--- config.mk ---
export PLATFORM = sky130hd
export DESIGN_NAME = bcnt_term_unit
export DESIGN_NICKNAME = d
export VERILOG_FILES = /design/src/rtl/bcnt_pkg.sv /design/src/rtl/bcnt_src_ctr.sv /design/src/rtl/bcnt_dst_ctr.sv /design/src/rtl/bcnt_drain.sv /design/src/rtl/bcnt_addr.sv /design/src/rtl/bcnt_term_unit.sv
export SDC_FILE = /design/constraint.sdc
export NUM_CORES = 1
export LEC_CHECK = 0
export BUFFER_PORTS_ARGS = -buffer_cell sky130_fd_sc_hd__buf_2
export CORE_ASPECT_RATIO = 1.1
export CORE_MARGIN = 3
export CORE_UTILIZATION = 30
export DETAILED_ROUTE_END_ITERATION = 10
export PLACE_DENSITY_LB_ADDON = 0.2
export SYNTH_ARGS = -nofsm -noshare
export SYNTH_HDL_FRONTEND = slang
export SYNTH_SLANG_ARGS = --single-unit
--- constraint.sdc ---
create_clock -name clk -period 5.05 [get_ports clk]
set_input_delay 0.505 -clock clk [delete_from_list [all_inputs] [get_ports clk]]
set_output_delay 0.505 -clock clk [all_outputs]
set_load 0.01 [all_outputs]
--- src/rtl/bcnt_pkg.sv ---
package bcnt_pkg;

  typedef enum logic [1:0] {
    KIND_STREAM = 2'd0,
    KIND_MEM_RD = 2'd1,
    KIND_MEM_WR = 2'd2,
    KIND_RSVD   = 2'd3
  } cmd_kind_e;

endpackage

--- src/rtl/bcnt_src_ctr.sv ---
// Input-side byte counter: plain wrapping down-counter.
module bcnt_src_ctr #(
  parameter int W = 32
) (
  input  logic         clk,
  input  logic         rst_n,
  input  logic         load,
  input  logic [W-1:0] load_val,
  input  logic         dec,
  output logic [W-1:0] cnt,
  output logic [W-1:0] nxt
);

  assign nxt = dec ? cnt - W'(1) : cnt;

  always_ff @(posedge clk) begin
    if (!rst_n)    cnt <= '0;
    else if (load) cnt <= load_val;
    else           cnt <= nxt;
  end

endmodule

--- src/rtl/bcnt_dst_ctr.sv ---
// Output-side byte counter: saturates at zero unless wrap is set,
// with a sticky overrun flag for suppressed bytes.
module bcnt_dst_ctr #(
  parameter int W = 32
) (
  input  logic         clk,
  input  logic         rst_n,
  input  logic         load,
  input  logic [W-1:0] load_val,
  input  logic         wrap,
  input  logic         byte_in,
  output logic [W-1:0] cnt,
  output logic [W-1:0] nxt,
  output logic         accept,
  output logic         ovr,
  output logic         ovr_nxt
);

  assign accept  = wrap || (cnt != '0);
  assign nxt     = (byte_in && accept) ? cnt - W'(1) : cnt;
  assign ovr_nxt = ovr || (byte_in && !accept);

  always_ff @(posedge clk) begin
    if (!rst_n) begin
      cnt <= '0;
      ovr <= 1'b0;
    end else if (load) begin
      cnt <= load_val;
      ovr <= 1'b0;
    end else begin
      cnt <= nxt;
      ovr <= ovr_nxt;
    end
  end

endmodule

--- src/rtl/bcnt_drain.sv ---
// Tracks the bytes still owed after a stop or error request.
module bcnt_drain #(
  parameter int LVL_W = 6
) (
  input  logic             clk,
  input  logic             rst_n,
  input  logic             clear,
  input  logic             arm,
  input  logic [LVL_W-1:0] level,
  input  logic             take,
  output logic             active,
  output logic             allow,
  output logic             done
);

  logic [LVL_W-1:0] left_q;
  logic [LVL_W-1:0] eff_left;
  logic [LVL_W-1:0] rem;
  logic             eff_active;

  assign eff_active = active || arm;
  assign eff_left   = active ? left_q : level;
  assign rem        = (take && eff_left != '0) ? eff_left - LVL_W'(1) : eff_left;
  assign done       = eff_active && (rem == '0);
  assign allow      = !active || (left_q != '0);

  always_ff @(posedge clk) begin
    if (!rst_n || clear) begin
      active <= 1'b0;
      left_q <= '0;
    end else if (eff_active) begin
      active <= 1'b1;
      left_q <= rem;
    end
  end

endmodule

--- src/rtl/bcnt_addr.sv ---
// 11-bit (parameterised) wrapping memory address generator.
module bcnt_addr #(
  parameter int AW = 11
) (
  input  logic          clk,
  input  logic          rst_n,
  input  logic          load,
  input  logic [AW-1:0] base,
  input  logic          step,
  output logic [AW-1:0] addr
);

  always_ff @(posedge clk) begin
    if (!rst_n)    addr <= '0;
    else if (load) addr <= base;
    else if (step) addr <= addr + AW'(1);
  end

endmodule

--- src/rtl/bcnt_term_unit.sv ---
module bcnt_term_unit
  import bcnt_pkg::*;
#(
  parameter int CNT_W  = 32,
  parameter int LVL_W  = 6,
  parameter int ADDR_W = 11
) (
  input  logic              clk,
  input  logic              rst_n,
  input  logic              cmd_valid,
  output logic              cmd_ready,
  input  logic [1:0]        cmd_kind,
  input  logic [CNT_W-1:0]  cmd_src_cnt,
  input  logic [CNT_W-1:0]  cmd_dst_cnt,
  input  logic              cmd_ign_src,
  input  logic              cmd_ign_dst,
  input  logic              src_valid,
  input  logic              src_pad,
  output logic              src_ready,
  input  logic              dst_valid,
  input  logic              dst_pad,
  output logic              dst_pass,
  input  logic              stop_req,
  input  logic              err_req,
  input  logic [LVL_W-1:0]  fifo_level,
  output logic [ADDR_W-1:0] mem_addr,
  output logic              res_valid,
  output logic [CNT_W-1:0]  res_src_cnt,
  output logic [CNT_W-1:0]  res_dst_cnt,
  output logic              res_src_zero,
  output logic              res_dst_ovr
);

  cmd_kind_e kind_in;
  cmd_kind_e kind_q;
  logic      busy;
  logic      ign_src_q, ign_dst_q;
  logic      load, term;
  logic      is_rd, is_wr;

  assign kind_in   = cmd_kind_e'(cmd_kind);
  assign cmd_ready = !busy;
  assign load      = cmd_valid && !busy;
  assign is_rd     = busy && (kind_q == KIND_MEM_RD);
  assign is_wr     = busy && (kind_q == KIND_MEM_WR);

  // input side
  logic             drain_active, drain_allow, drain_done, arm;
  logic             take, src_dec;
  logic [CNT_W-1:0] src_cnt, src_nxt;

  assign src_ready = busy && !is_rd && drain_allow;
  assign take      = src_valid && src_ready;
  assign src_dec   = take && !src_pad;
  assign arm       = busy && !is_rd && (stop_req || err_req) && !drain_active;

  bcnt_src_ctr #(.W(CNT_W)) u_src (
    .clk     (clk),
    .rst_n   (rst_n),
    .load    (load),
    .load_val(cmd_src_cnt),
    .dec     (src_dec),
    .cnt     (src_cnt),
    .nxt     (src_nxt)
  );

  bcnt_drain #(.LVL_W(LVL_W)) u_drain (
    .clk   (clk),
    .rst_n (rst_n),
    .clear (load || term),
    .arm   (arm),
    .level (fifo_level),
    .take  (take),
    .active(drain_active),
    .allow (drain_allow),
    .done  (drain_done)
  );

  // output side
  logic             dst_wrap, dst_byte, dst_accept, dst_ovr, dst_ovr_nxt;
  logic [CNT_W-1:0] dst_cnt, dst_nxt;

  assign dst_wrap = ign_dst_q && (kind_q != KIND_MEM_RD);
  assign dst_byte = busy && dst_valid && !dst_pad;
  assign dst_pass = busy && dst_valid && dst_accept;

  bcnt_dst_ctr #(.W(CNT_W)) u_dst (
    .clk     (clk),
    .rst_n   (rst_n),
    .load    (load),
    .load_val(cmd_dst_cnt),
    .wrap    (dst_wrap),
    .byte_in (dst_byte),
    .cnt     (dst_cnt),
    .nxt     (dst_nxt),
    .accept  (dst_accept),
    .ovr     (dst_ovr),
    .ovr_nxt (dst_ovr_nxt)
  );

  // memory address
  logic [ADDR_W-1:0] addr_base;
  logic              addr_step;

  assign addr_base = (kind_in == KIND_MEM_RD) ? cmd_src_cnt[ADDR_W-1:0]
                                              : cmd_dst_cnt[ADDR_W-1:0];
  assign addr_step = (is_rd && dst_byte && dst_accept) || (is_wr && src_dec);

  bcnt_addr #(.AW(ADDR_W)) u_addr (
    .clk  (clk),
    .rst_n(rst_n),
    .load (load),
    .base (addr_base),
    .step (addr_step),
    .addr (mem_addr)
  );

  // termination decision
  logic src_term, dst_term;

  assign src_term = busy && !is_rd && !ign_src_q && (src_nxt == '0);
  assign dst_term = is_rd && (dst_nxt == '0);
  assign term     = src_term || dst_term || (busy && !is_rd && drain_done);

  always_ff @(posedge clk) begin
    if (!rst_n) begin
      busy      <= 1'b0;
      kind_q    <= KIND_STREAM;
      ign_src_q <= 1'b0;
      ign_dst_q <= 1'b0;
    end else if (load) begin
      busy      <= 1'b1;
      kind_q    <= kind_in;
      ign_src_q <= cmd_ign_src;
      ign_dst_q <= cmd_ign_dst;
    end else if (term) begin
      busy      <= 1'b0;
    end
  end

  always_ff @(posedge clk) begin
    if (!rst_n) begin
      res_valid    <= 1'b0;
      res_src_cnt  <= '0;
      res_dst_cnt  <= '0;
      res_src_zero <= 1'b0;
      res_dst_ovr  <= 1'b0;
    end else begin
      res_valid <= term;
      if (term) begin
        res_src_cnt  <= src_nxt;
        res_dst_cnt  <= dst_nxt;
        res_src_zero <= src_term;
        res_dst_ovr  <= dst_ovr_nxt;
      end
    end
  end

endmodule

==> run metrics, run 1 <==
status=finished, final reports clean; Vias/cell=about 5.4; global-route wire length before repair=around 47000 um; register-to-register setup slack=510 ps; Final Hold Vio Count=0; Cell variety after synth=69; Cell Pwr Density=337 nW/um2; CP Capture Type=flip-flop; area grow syn2layout=22.3%; DR iter-0 viols=716; top cells by area, synth=dfxtp_1, nand2_1, mux2i_1, a211oi_1, nor2_1; Synth async-reset ratio=0%; antenna violations before repair=0; number of flops mapped to enable cells by yosys=0; Die X=roughly 170 um; worst hold path depth=3; pin count of the biggest net entering global routing=78; GRT overflow=0; placed cell area=9720 um2; Hold Path Sink=ign_dst_q; setup violators final=0; Inst Count DP=1548; r2r startpoint=u_dst.cnt[0]; final WL=about 30000 um; drt pass-1 iters=5; Setup CP Type=reg -> reg; GP Congestion=between 0.9 and 1; Hold Crit Start=cmd_ign_dst; CP Launch Type=flip-flop; Post-Syn Area=about 8500 um2; H-Tree Depth=4; Tot Pwr=0.00350 W; CTS tree=done; via count=8520; max-cap viol count=0; peak supply drop=0.160 mV; Initial Util=31.0%; Yosys top cell area share=a little over a third; Post-DRT Antenna Nets=0; Net Count, Synth=roughly 1200; Hold WC Path Type=in -> reg; detailed placer's ending HPWL=22900 um; die height=about 180 um; root buffer cell=clkbuf_16; vias in the first global route=between 8000 and 9000; number of buffers created by CTS=17; clock latency on the worst-skew pair=430 ps; postcts setup bufs=0; fin cells=1580; Yosys reg bits=between 150 and 200; area leader, netlist=dfxtp_1; Critical Path, Cell by Cell=inv_1 -> ha_1 -> or3b_2 -> or4_1 -> or3_4 -> o41ai_2 -> nand4_1 -> or4_1 -> nor4_4 -> buf_4 -> or3_1 -> buf_4 -> o22ai_1; CTS resizes=0; die area=30400 um2; worst-margin pin slew=between 800 and 900 ps; Clock Path Buffers=2; Ant. Diodes=0; warnings from Yosys=0; CTS clk-pin slew, worst paths=70 ps; Final Max Tran Viols=0; post-route cell area=about 10000 um2; Final min period=4540 ps; CP required=around 5300 ps; num ports=164; max incr delay on CP=690 ps; syn avg cell area=slightly below 8 um2; FF-to-FF End=busy; FF-to-FF path depth=13; Worst slew margin=41.7%; DR DRC count=0; port buffer count=roughly 160; P_leak=4.28 nW; arrival time worst endpoint=between 4000 and 5000 ps; Peak Freq=0.220 GHz; CTS Hold Bufs=0; FF+latch area=3100 um2; crit-path max FO=28; Tcrit/Tclk final=about nine tenths; Setup Skew=about 18 ps; core area=between 20000 and 30000 um2; multi-input logic area=5050 um2; Total Nets Final=roughly 1300; post-synthesis sequential area ratio=36.5%; number of cell rows=63; CP max-delay cell=or4_1; post-synthesis cell count=1069; Total GRT Usage=19.4%; TNS Setup=0 ps; filler cell count=2920; CTS Sinks=between 150 and 200; Post-synth top flop=dfxtp_1; RSZ-0062 raised after global routing=false; average wire per standard cell=19.2 um; ratio of cells with drive above 1 in the final layout=roughly 20%
-- flip-flops by register name, indices dropped and copies added (netlist names), 2 cells and up --
register and count:
u_dst.cnt 32, u_drain.left_q 6, u_addr.addr 11, u_src.cnt 32
kind_q 2, res_dst_cnt 32, res_src_cnt 32
-- critical path, delay by kind of cell (launching register included) --
family	cells	cell delay (ps)
AO/OA/AOI/OAI	2	410
flip-flops	1	350
buffers and inverters	3	710
adder cells (fa/ha/maj)	1	150
AND/OR/NAND/NOR	7	2740
-- metrics by stage --
step	utilization, %	hold slack (ps)	setup slack, ps
finish	37.9	323	508
detailed placement	35.4	441	534
global route	37.9	322	241
floorplan	-	420	1030
CTS	37.9	301	513
global placement	35.4	436	601
-- kinds of logic (layout without fill, tap and decap cells) --
| family | count (synthesis) | in the layout | synth area share, % |
|---|---|---|---|
| AND/OR/NAND/NOR | 534 | 534 | 31.7 |
| AO/OA/AOI/OAI | 178 | 178 | 14.3 |
| flip-flops | 155 | 155 | 36.5 |
| buffers and inverters | 86 | 240 | 4.36 |
| multiplexers | 59 | 59 | 7.01 |
| XOR/XNOR | 52 | 52 | 5.36 |
| adder cells (fa/ha/maj) | 5 | 5 | 0.737 |
-- area by class of cell --
cell class	instances	share of cell area (%)
Clock buffer	20	4.40
Clock inverter	12	2.02
Inverter	10	0.361
Multi-Input combinational cell	828	48.7
Sequential cell	155	29.9
Tap cell	357	4.30
Timing Repair Buffer	198	10.4
-- routing by layer --
| metal | global-route usage (%) | vias up | wire length (um) |
|---|---|---|---|
| met2 | 30.6 | 317 | 13600 |
| met1 | 27.1 | 3981 | 14300 |
| li1 | - | 4174 | - |
| met3 | 3.62 | 48 | 1690 |
| met4 | 5.78 | 0 | 717 |
| met5 | 0 | - | 0 |
-- cell usage in the layout (no fill, tap or decap), drive strengths merged, types with 4 or more instances in the layout --
cell type / instances
bufinv: 5
nand4: 22
xor2: 18
dfxtp: 155
clkinv: 4
clkbuf: 20
nand4b: 8
nand2: 151
or2: 5
nor3: 49
mux2i: 55
nor4b: 4
ha: 5
a31oi: 8
nor3b: 5
a21oi: 35
o21ai: 30
or3: 14
nor4: 54
nor2: 117
a211oi: 65
mux2: 4
and2: 9
nand3b: 6
nand2b: 29
nor2b: 4
nand3: 26
buf: 198
and3: 5
inv: 12
xnor2: 34
o2111ai: 4
or4: 16
-- synth_stat cells (all sizes together), types with 16 or more instances --
| cell type | count |
|---|---|
| xor2 | 18 |
| nor4 | 54 |
| nand2 | 151 |
| nor3 | 49 |
| nand3 | 26 |
| nand4 | 22 |
| a211oi | 65 |
| a21oi | 35 |
| clkbuf | 61 |
| nand2b | 29 |
| nor2 | 117 |
| mux2i | 55 |
| xnor2 | 34 |
| o21ai | 30 |
| dfxtp | 155 |
| or4 | 16 |
-- worst max path at each step --
| stage | cells after the start | end | slack [ps] | start |
|---|---|---|---|---|
| floorplan | 13 | res_src_cnt[16] | 1030 | u_dst.cnt[0] |
| global placement | 13 | res_src_cnt[21] | 600 | u_dst.cnt[0] |
| detailed placement | 13 | res_dst_cnt[8] | 530 | u_dst.cnt[0] |
| CTS | 13 | res_src_cnt[22] | 510 | u_dst.cnt[0] |
| global route | 12 | res_dst_cnt[31] | 240 | u_dst.cnt[0] |
| finish | 13 | busy | 510 | u_dst.cnt[0] |
-- power by group --
part           switching, W  internal (W)  leakage (nW)
registers         0.0000868       0.00129          1.27
logic              0.000409      0.000243          2.69
clock network      0.000560      0.000912         0.321
Power figures use the tool's default switching activity.
==> run 2: changes to the inputs <==
--- a/config.mk
+++ b/config.mk
@@ -10,7 +10,7 @@
 export CORE_MARGIN = 3
 export CORE_UTILIZATION = 30
 export DETAILED_ROUTE_END_ITERATION = 10
-export PLACE_DENSITY_LB_ADDON = 0.2
+export PLACE_DENSITY = 0.5
 export SYNTH_ARGS = -nofsm -noshare
 export SYNTH_HDL_FRONTEND = slang
 export SYNTH_SLANG_ARGS = --single-unit
==> run metrics, run 2 (synthesis results as in run 1) <==
Setup CP Type=reg -> reg; CTS Hold Bufs=0 (unchanged); CTS resizes=0 (unchanged); final worst slack=356 ps (-151 ps); CP required=5400 ps (+60 ps); multi-input logic area=5050 um2 (unchanged); Final Hold Vio Count=0 (unchanged); CTS tree=done; core area=27400 um2 (unchanged); Final min period=4690 ps (+151 ps); commonest non-fill, non-tap cell in the layout=buf_2; area grow syn2layout=21.8%; postcts setup bufs=0 (unchanged); ratio of cells with drive above 1 in the final layout=20.4% (+0.11 points); Initial Util=31.0% (unchanged); status=finished, final reports clean; Peak Freq=0.213 GHz (-3.2%); commonest non-fill, non-tap cells in the layout=buf_2, dfxtp_1, nand2_1; number of buffers created by CTS=17 (unchanged); detailed placer's ending HPWL=22600 um (-1.3%); peak supply drop=0.186 mV (+16%); average wire per standard cell=19.1 um (-0.14%); setup violators final=0 (unchanged); crit-path max FO=26 (-7.1%); met1 Resource Use GR=27.3% (+0.20 points); die area=30400 um2 (unchanged); RSZ-0062 raised after global routing=false; DR DRC count=0 (unchanged); Cell Pwr Density=324 nW/um2 (-3.6%); Vias/cell=5.33 (-1.2%); Total Nets Final=1302 (+0.31%); clock latency on the worst-skew pair=430 ps (about the same); Hold WC Path Type=in -> reg; arrival time worst endpoint=5040 ps (+210 ps); Clock Path Buffers=2 (unchanged); CTS Sinks=155 (unchanged); Tcrit/Tclk final=92.9% (+3.0 points); DR iter-0 viols=656 (-8.4%); P_leak=4.26 nW (-0.49%); H-Tree Depth=4 (unchanged); worst-margin pin slew=1070 ps (+200 ps); CP Launch Type=flip-flop; Total GRT Usage=19.3% (-0.091 points); GRT met2 Usage=30.3% (-0.36 points); FF+latch area=3100 um2 (unchanged); TNS Setup=0 ps (unchanged); vias in the first global route=8121 (+0.012%); number of cell rows=63 (unchanged); Setup WS pre-CTS=370 ps (-163 ps); final WL=30300 um (about the same); met3 Track Usage GR=3.47% (-0.15 points); global-route wire length before repair=47100 um (-0.32%); die height=182 um (unchanged); CP Capture Type=flip-flop; Post-DRT Antenna Nets=0 (unchanged); GRT overflow=0 (unchanged); Setup Skew=10.4 ps (-7.91 ps); drt pass-1 iters=7 (+2); antenna violations before repair=0 (unchanged); max-cap viol count=0 (unchanged); via count=8433 (-1.0%); filler cell count=2926 (+0.21%); Ant. Diodes=0 (unchanged); Final Max Tran Viols=0 (unchanged); GP Congestion=0.938 (+0.46%); num ports=164 (unchanged); Die X=166 um (unchanged); Worst slew margin=28.5% (-13 points); CTS clk-pin slew, worst paths=60 ps (about the same); port buffer count=163 (unchanged); grt peak-use layer=met2; pin count of the biggest net entering global routing=95 (+22%); register-to-register setup slack=360 ps (-150 ps); root buffer cell=clkbuf_16
## run 2: layout make-up
type,count,area share [%]
tap,357,4.32
clock inverter,12,1.60
clock buffer,19,4.18
sequential,155,30.0
inverter,10,0.363
multi-input combinational,828,48.8
timing repair buffer,202,10.7
## run 2: worst max-delay path, stage by stage, from the launching register on
cell     delay, ps
dfxtp_1        350
inv_1           90
ha_1           160
or3b_2         500
or4_1          710
or4_1          480
or3_1          370
nand3_1        100
or4_1          150
nor4_4          60
nor3_2         850
buf_4          540
mux2i_1        240
## run 2: metrics by stage
step | area (um2) | std cells | hold slack (ps) | util (%) | total power, W
global placement | 9750 | 1552 | 443 | 35.5 | 0.00204
finish | 10300 | 1583 | 313 | 37.7 | 0.00336
floorplan | 8490 | 1069 | 420 | - | 0.00179
CTS | 10300 | 1583 | 304 | 37.7 | 0.00338
detailed placement | 9750 | 1552 | 450 | 35.5 | 0.00204
global route | 10300 | 1583 | 312 | 37.7 | 0.00352
## run 2: routing by layer
layer / wire length (um) / part of all wire, %
met5: 0 / 0
met4: 605 / 2.0
met3: 1660 / 5.5
met2: 13600 / 45
met1: 14500 / 48
## run 2: final timing paths
kind	from	end	cells after the start
worst max register to register	u_dst.cnt[0]	res_dst_cnt[10]	12
worst min-delay path	cmd_dst_cnt[28]	u_dst.cnt[28]	3
worst min register to register	res_dst_cnt[21]	res_dst_cnt[21]	2
worst max-delay path	u_dst.cnt[0]	res_dst_cnt[10]	12
## run 2: report_power, final
group	internal (W)	leakage, nW	switching (W)
clock	0.000782	0.281	0.000555
sequential	0.00129	1.27	0.0000851
combinational	0.000243	2.71	0.000405
total	0.00231	4.26	0.00105
==> run 3: changes to the inputs <==
--- a/config.mk
+++ b/config.mk
@@ -13,4 +13,5 @@
 export PLACE_DENSITY = 0.5
 export SYNTH_ARGS = -nofsm -noshare
 export SYNTH_HDL_FRONTEND = slang
+export SYNTH_HIERARCHICAL = 1
 export SYNTH_SLANG_ARGS = --single-unit
==> run metrics, run 3 <==
average wire per standard cell=17.7 um (-7.7%); Commonest cells post-synth=nand2_1, dfxtp_1, mux2i_1; P_leak=4.82 nW (+13%); vias in the first global route=7389 (-9.0%); DR DRC count=0 (unchanged); via count=7731 (-8.3%); max-cap viol count=0 (unchanged); Post-DRT Antenna Nets=0 (unchanged); CP Launch Type=flip-flop; root buffer cell=clkbuf_16; number of cell rows=64 (+1.6%); CTS Hold Bufs=0 (unchanged); most common cell in the netlist=nand2_1; ratio of cells with drive above 1 in the final layout=24.0% (+3.6 points); CTS resizes=0 (unchanged); CTS clk-pin slew, worst paths=60 ps (about the same); die height=183 um (+0.51%); register-to-register setup slack=450 ps (+100 ps); max incr delay on CP=470 ps (-380 ps); Clock Path Buffers=2 (unchanged); Top Family by Delay on Critical Path=simple AND/OR/NAND/NOR gates; Final Hold Vio Count=0 (unchanged); die area=30700 um2 (+1.0%); Setup Skew=12.2 ps (+1.80 ps); area grow syn2layout=19.9%; detailed placer's ending HPWL=19900 um (-12%); Post-synth top flop=dfxtp_1; Total GRT Usage=16.7% (-2.6 points); Yosys reg bits=155 (unchanged); Met1 Wirelength=11700 um (-19%); top sig layer=met4; GP Congestion=0.824 (-12%); area leader, netlist=dfxtp_1; commonest non-fill, non-tap cells in the layout=nand2_1, buf_2, dfxtp_1; Final Max Tran Viols=0 (unchanged); Ant. Diodes=0 (unchanged); antenna violations before repair=0 (unchanged); status=finished, final reports clean; CP Launch Point=u_drain/left_q[3]; Post-Syn Area=8580 um2 (+1.1%); H-Tree Depth=4 (unchanged); port buffer count=163 (unchanged); core area=28000 um2 (+2.2%); setup violators final=0 (unchanged); commonest non-fill, non-tap cell in the layout=nand2_1; CP Capture Type=flip-flop; num ports=164 (unchanged); postcts setup bufs=0 (unchanged); clock latency on the worst-skew pair=430 ps (about the same); Cell Pwr Density=318 nW/um2 (-2.0%); Worst slew margin=26.2% (-2.3 points); post-synthesis cell count=988 (-7.6%); met2 routed WL=13000 um (-4.5%); number of buffers created by CTS=17 (unchanged); FF-to-FF End=u_drain/left_q[0]; crit-path max FO=6 (-77%); TNS Setup=0 ps (unchanged); final WL=26600 um (-12%); arrival time worst endpoint=4910 ps (-130 ps); top cells by area, synth=dfxtp_1, mux2i_1, nand2_1, xor2_1, o21ai_0; post-synthesis sequential area ratio=36.2% (-0.38 points); FF-to-FF path depth=18 (+6); syn avg cell area=8.69 um2 (+9.3%); Peak Freq=0.218 GHz (+2.1%); fin cells=1504 (-5.0%); global-route wire length before repair=40700 um (-13%); Initial Util=30.6% (-0.34 points); RSZ-0062 raised after global routing=false; CTS tree=done; GRT overflow=0 (unchanged); Net Count, Synth=1076 (-7.0%); Total Nets Final=1217 (-6.5%); Yosys top cell area share=36.2% (-0.38 points); CTS Sinks=155 (unchanged); pin count of the biggest net entering global routing=117 (+23%); CP Capture Point=u_drain/left_q[0]; CP max-delay cell=dfxtp_1; Hold WC Path Type=in -> reg; worst hold path depth=3 (unchanged); Vias/cell=5.14 (-3.5%); Tcrit/Tclk final=91.0% (-1.9 points); Final Core Density=36.7% (-1.0 points); Critical Path, Cell by Cell=nor4b_4 -> nand2_1 -> and3_1 -> nand2_1 -> nor2_1 -> nor4b_4 -> nand4b_1 -> nor4b_1 -> xor2_1 -> nor4_1 -> nand2_1 -> nor4_1 -> buf_4 -> a211oi_4 -> nand2b_1 -> nand2b_1 -> nor2_1 -> a22o_1; CP required=5360 ps (-40 ps); instance count on the critical path=18 (+6); number of flops mapped to enable cells by yosys=0 (unchanged); Synth async-reset ratio=0% (unchanged); drt pass-1 iters=6 (-1); r2r startpoint=u_drain/left_q[3]; warnings from Yosys=6 (+6); CP most frequent cell=nand2_1; Die X=167 um (+0.51%); Routed met3 length=1260 um (-24%); worst-margin pin slew=1100 ps (+38.0 ps); Setup CP Type=reg -> reg; Critical path buffers and inverters=1 (-1); Final min period=4600 ps (-97.8 ps); DR iter-0 viols=581 (-11%); Cell variety after synth=80 (+16%); Inst Count DP=1473 (-5.1%); peak supply drop=0.192 mV (+3.2%)
==> run 3: cells by family after synthesis <==
kind of cell,Yosys count,share of synthesized area [%]
XOR/XNOR,47,4.88
flip-flops,155,36.2
AO/OA/AOI/OAI,174,15.3
adder cells (fa/ha/maj),5,0.729
buffers and inverters,70,3.99
multiplexers,91,10.9
AND/OR/NAND/NOR,446,28.0
==> run 3: metal layers <==
metal	vias to the layer above	GRT usage (%)
li1	3843	-
met5	-	0
met3	34	3.28
met2	220	28.8
met1	3634	20.9
met4	0	5.76
==> run 3: worst min path at each step <==
stage                               start              end  slack [ps]
final                     cmd_src_cnt[14]    u_src/cnt[14]         360
after global routing      cmd_src_cnt[14]    u_src/cnt[14]         350
after CTS                 cmd_src_cnt[14]    u_src/cnt[14]         350
after detailed placement   res_src_cnt[3]   res_src_cnt[3]         450
after global placement    res_dst_cnt[28]  res_dst_cnt[28]         440
after floorplan                 ign_dst_q        ign_dst_q         470
==> run 3: report_power, final <==
| part | switching [W] | internal [W] | leakage (nW) |
|---|---|---|---|
| registers | 0.0000862 | 0.00129 | 1.27 |
| clock network | 0.000562 | 0.000738 | 0.287 |
| logic | 0.000356 | 0.000240 | 3.26 |
==> run 3: through the flow <==
step	setup slack, ps	area, um2	hold WS (ps)	total power [W]
floorplan	870	8580	474	0.00180
CTS	353	10300	345	0.00331
finish	454	10300	359	0.00327
detailed placement	389	9710	447	0.00200
global route	50.1	10300	348	0.00343
global placement	382	9710	442	0.00200
==> run 3: cell type report <==
type | count | area [um2]
clock buffer | 17 | 425
clock inverter | 14 | 163
fill | 2941 | 17700
inverter | 13 | 48.8
multi-input combinational | 763 | 5160
sequential | 155 | 3100
tap | 363 | 454
timing repair buffer | 179 | 942
==> run 3: worst reg2reg max path: stages (launching register included) <==
cell and delay, ps:
dfxtp_1 470, nor4b_4 110, nand2_1 100, and3_1 250
nand2_1 180, nor2_1 360, nor4b_4 410, nand4b_1 280
nor4b_1 440, xor2_1 200, nor4_1 300, nand2_1 110
nor4_1 350, buf_4 210, a211oi_4 50, nand2b_1 90
nand2b_1 200, nor2_1 120, a22o_1 240
